$ cat src/rtl/match_delay_timer.sv
module match_delay_timer #(
  parameter int W = 16
) (
  input  logic         clk,
  input  logic         rst_n,
  input  logic         tick_ms,
  input  logic         trig_in,
  input  logic         off_mode,
  input  logic [W-1:0] preset,
  input  logic         irq_attach,
  input  logic         irq_detach,
  output logic         done,
  output logic [W-1:0] count,
  output logic         irq
);

  logic [W-1:0] cnt_q, cnt_d;
  logic         done_q, done_d;
  logic         armed_q, arm_now;
  logic         irq_q, irq_d;
  logic         below, step, clear;
  logic [W-1:0] cnt_inc;

  assign below   = cnt_q < preset;
  assign cnt_inc = cnt_q + 1'b1;
  assign clear   = off_mode ? trig_in : ~trig_in;
  assign step    = tick_ms & below & (off_mode ? (~trig_in & done_q) : trig_in);
  assign cnt_d   = clear ? '0 : (step ? cnt_inc : cnt_q);

  always_comb begin
    if (off_mode) done_d = trig_in | (done_q & (cnt_d < preset));
    else          done_d = trig_in & (cnt_d >= preset);
  end

  assign arm_now = (armed_q | irq_attach) & ~irq_detach;
  assign irq_d   = arm_now & step & (cnt_inc == preset) & (preset != '0);

  always_ff @(posedge clk) begin
    if (!rst_n) begin
      cnt_q   <= '0;
      done_q  <= 1'b0;
      armed_q <= 1'b0;
      irq_q   <= 1'b0;
    end else begin
      cnt_q   <= cnt_d;
      done_q  <= done_d;
      armed_q <= arm_now;
      irq_q   <= irq_d;
    end
  end

  assign count = cnt_q;
  assign done  = done_q;
  assign irq   = irq_q;

endmodule


$ cat config.mk
export PLATFORM = sky130hd
export DESIGN_NAME = match_delay_timer
export DESIGN_NICKNAME = d
export VERILOG_FILES = /design/src/rtl/match_delay_timer.sv
export SDC_FILE = /design/constraint.sdc
export NUM_CORES = 1
export LEC_CHECK = 0
export BUFFER_PORTS_ARGS = -buffer_cell sky130_fd_sc_hd__buf_2
export CORE_ASPECT_RATIO = 0.7
export CORE_MARGIN = 2
export CORE_UTILIZATION = 45
export DETAILED_ROUTE_END_ITERATION = 10
export GPL_TIMING_DRIVEN = 0
export PLACE_DENSITY = 0.66
export SLEW_MARGIN = 20
export SYNTH_ARGS = -nofsm -noshare
export SYNTH_HDL_FRONTEND = slang
export SYNTH_SLANG_ARGS = --single-unit
$ cat constraint.sdc
create_clock -name clk -period 11.6 [get_ports clk]
set_input_delay 2.32 -clock clk [delete_from_list [all_inputs] [get_ports clk]]
set_output_delay 2.32 -clock clk [all_outputs]
set_load 0.01 [all_outputs]
==> results_dict.tcl <==
set metrics [dict create \
    synth_commonest_cells "44 x nand2_1, 33 x ha_1, 23 x mux2i_1" \
    die_x_um 95.8 \
    synth_flop_cell "dfxtp_1" \
    synth_area_um2 2650 \
    crit_arrival_ns 6.38 \
    dieArea_um2 6540 \
    finalCritPeriodShare_pct 53.4 \
    period_needed_ns 6.19 \
    syn_nets 393 \
    ys_warn_count 0 \
    drc_errors 0 \
    relSlewSlack_pct 43.6 \
    grt_pass1_vias 2564 \
    num-nets-final 438 \
    synthArstFlopShare_pct 0 \
    synth_edf_count 0 \
    wire_per_inst_um 18.2 \
    io_pins 41 \
    cts_tree "done" \
    cts_resized 0 \
    total_leakage_power_nw 1.26 \
    ys_seq_area_share_pct 14.3 \
    hold_path_class "reg -> reg" \
    drv_slew 0 \
    dpl_worst_slack_ns 5.23 \
    numCtsBuffers 3 \
    grt_max_degree 11 \
    fmax_ghz 0.161 \
    drtAntennaViolNets 0 \
    grt_overflow 0 \
    final.setup_skew_ns 0.00163 \
    cts_root_buf "clkbuf_8" \
    syn_inst 337 \
    end_kind "flop" \
    final-setup-viol-count 0 \
    rows 23 \
    cts_max_level 1 \
    required_ns 11.79 \
    syn_area_per_cell_um2 7.87 \
    clk_pin_slew_worst_paths_ns 0.09 \
    ir_drop_v 0.0000346 \
    first_pass_iters 5 \
    io_buffer_count 40 \
    drtIter0Drc 222 \
    status "complete, no violations" \
    worst_setup_path_start_kind "primary input" \
    final.setup.tns_ns 0 \
    ys_seq_elements 19 \
    num_vias 2710 \
    grt_pass1_wl_mm 13.1 \
    viasPerCell 5.94 \
    synth_top_area_share_pct 15.6 \
    yosysUniqueCellTypes 55 \
    powerDensity_nw_per_um2 57.1 \
    syn_to_final_growth_pct 12.8 \
    gp_congestion 0.936 \
    antenna_cells 0 \
    cts_num_sinks 19 \
    cts_hold_buffers 0 \
    synth_area_leader_cell "ha_1" \
    clock_path_buffers 2 \
    design.core.area_um2 5700 \
    yosysMostFrequentCell "nand2_1" \
    synth_area_leaders "ha_1 16%, dfxtp_1 14%, mux2i_1 8.7%, nand2_1 6.2%, xnor2_1 4.6%" \
    drv_cap 0 \
    rsz0062_at_grt "no" \
    drive_above_1_share_pct 18.9 \
    worst_pin_slew_ns 0.844 \
    cp_max_fo 10 \
    postCtsSetupBuffers 0 \
    finalWorstSetupSlack_ns 5.41 \
    drt_wl_total_mm 8.31 \
    die_h_um 68.3 \
    critPathKind "in -> reg" \
    antenna_found_initial 0 \
    dp_hpwl_mm 6.47 \
    worstSkewPairLatency_ns 0.27 \
    hold_viol 0 \
    initial_core_util_pct 46.6 \
    grtUsageTotal_pct 27.2 \
]
==> cell type report <==
type	instances	area [um2]
flip-flops and latches	19	380
clock buffers	4	45.0
plain buffers	20	104
inverters	22	82.6
well taps	75	93.8
multi-input cells	276	2090
fillers	570	2710
repair buffers	40	200
==> final timing paths <==
kind,startpoint,to,slack [ns],cells after the start
hold / removal,armed_q,armed_q,0.53,2
setup / recovery,trig_in,done,5.41,15
setup reg to reg,count[13],done,7.26,15
hold reg to reg,armed_q,armed_q,0.53,2
==> report_power, final <==
part / internal [W] / switching, W
clock: 0.0000246 / 0.0000290
sequential: 0.0000659 / 0.000000677
combinational: 0.0000168 / 0.0000339
==> layer usage <==
| layer | routed length, um | vias to the layer above | part of all wire [%] | global-route usage (%) |
|---|---|---|---|---|
| met5 | 0 | - | 0 | 0 |
| met4 | 97 | 0 | 1.2 | 6.96 |
| met3 | 835 | 12 | 10 | 8.48 |
| met2 | 3520 | 128 | 42 | 42.0 |
| met1 | 3860 | 1269 | 46 | 36.9 |
| li1 | - | 1301 | - | - |
==> flip-flops by register name, indices dropped and copies added, names as in the netlist <==
| register | flops |
|---|---|
| irq | 1 |
| armed_q | 1 |
| done | 1 |
| count | 16 |
==> worst max-delay path, stage by stage <==
cell	delay [ns]
buf_2	0.13
xor2_1	0.56
o21ai_1	0.16
a211oi_2	0.34
nand2_1	0.32
buf_4	0.33
a21oi_4	0.20
mux2i_1	0.22
ha_1	0.26
a21o_1	0.21
a221o_1	0.36
a221o_1	0.36
a211oi_1	0.25
a21oi_1	0.11
a211oi_1	0.22
==> layout by cell type, fill, tap and decap left out, types with 9 or more instances in the layout <==
master	n
dfxtp_1	19
clkbuf_1	10
ha_1	33
nand4_1	9
o21ai_0	12
mux2i_1	23
o211ai_1	9
inv_1	22
xnor2_1	14
or3_1	12
nor2_1	17
a21oi_1	15
nand2_1	44
buf_2	42
nand3_1	9
==> logic make-up (layout without fill, tap and decap cells) <==
kind of cell,after synthesis,in the layout,synth area share (%)
xor gates and xnor gates,23,23,8.11
DFF,19,19,14.3
AOI/OAI and AO/OA,71,71,20.5
muxes,24,24,9.24
and+or+nand+nor,125,125,25.3
adders and majority gates,33,33,15.6
buffers and inverters,42,86,7.02
==> per-stage QoR <==
step                total power [W]  utilization, %  hold WS, ns  cell area [um2]  instances
floorplan                 0.0000980               -        0.469             2650        337
global placement           0.000116            51.7        0.505             2950        452
detailed placement         0.000117            51.7        0.515             2950        452
CTS                        0.000170            52.5        0.536             2990        456
global route               0.000179            52.5        0.567             2990        456
finish                     0.000171            52.5        0.527             2990        456
Power figures use the tool's default switching activity.
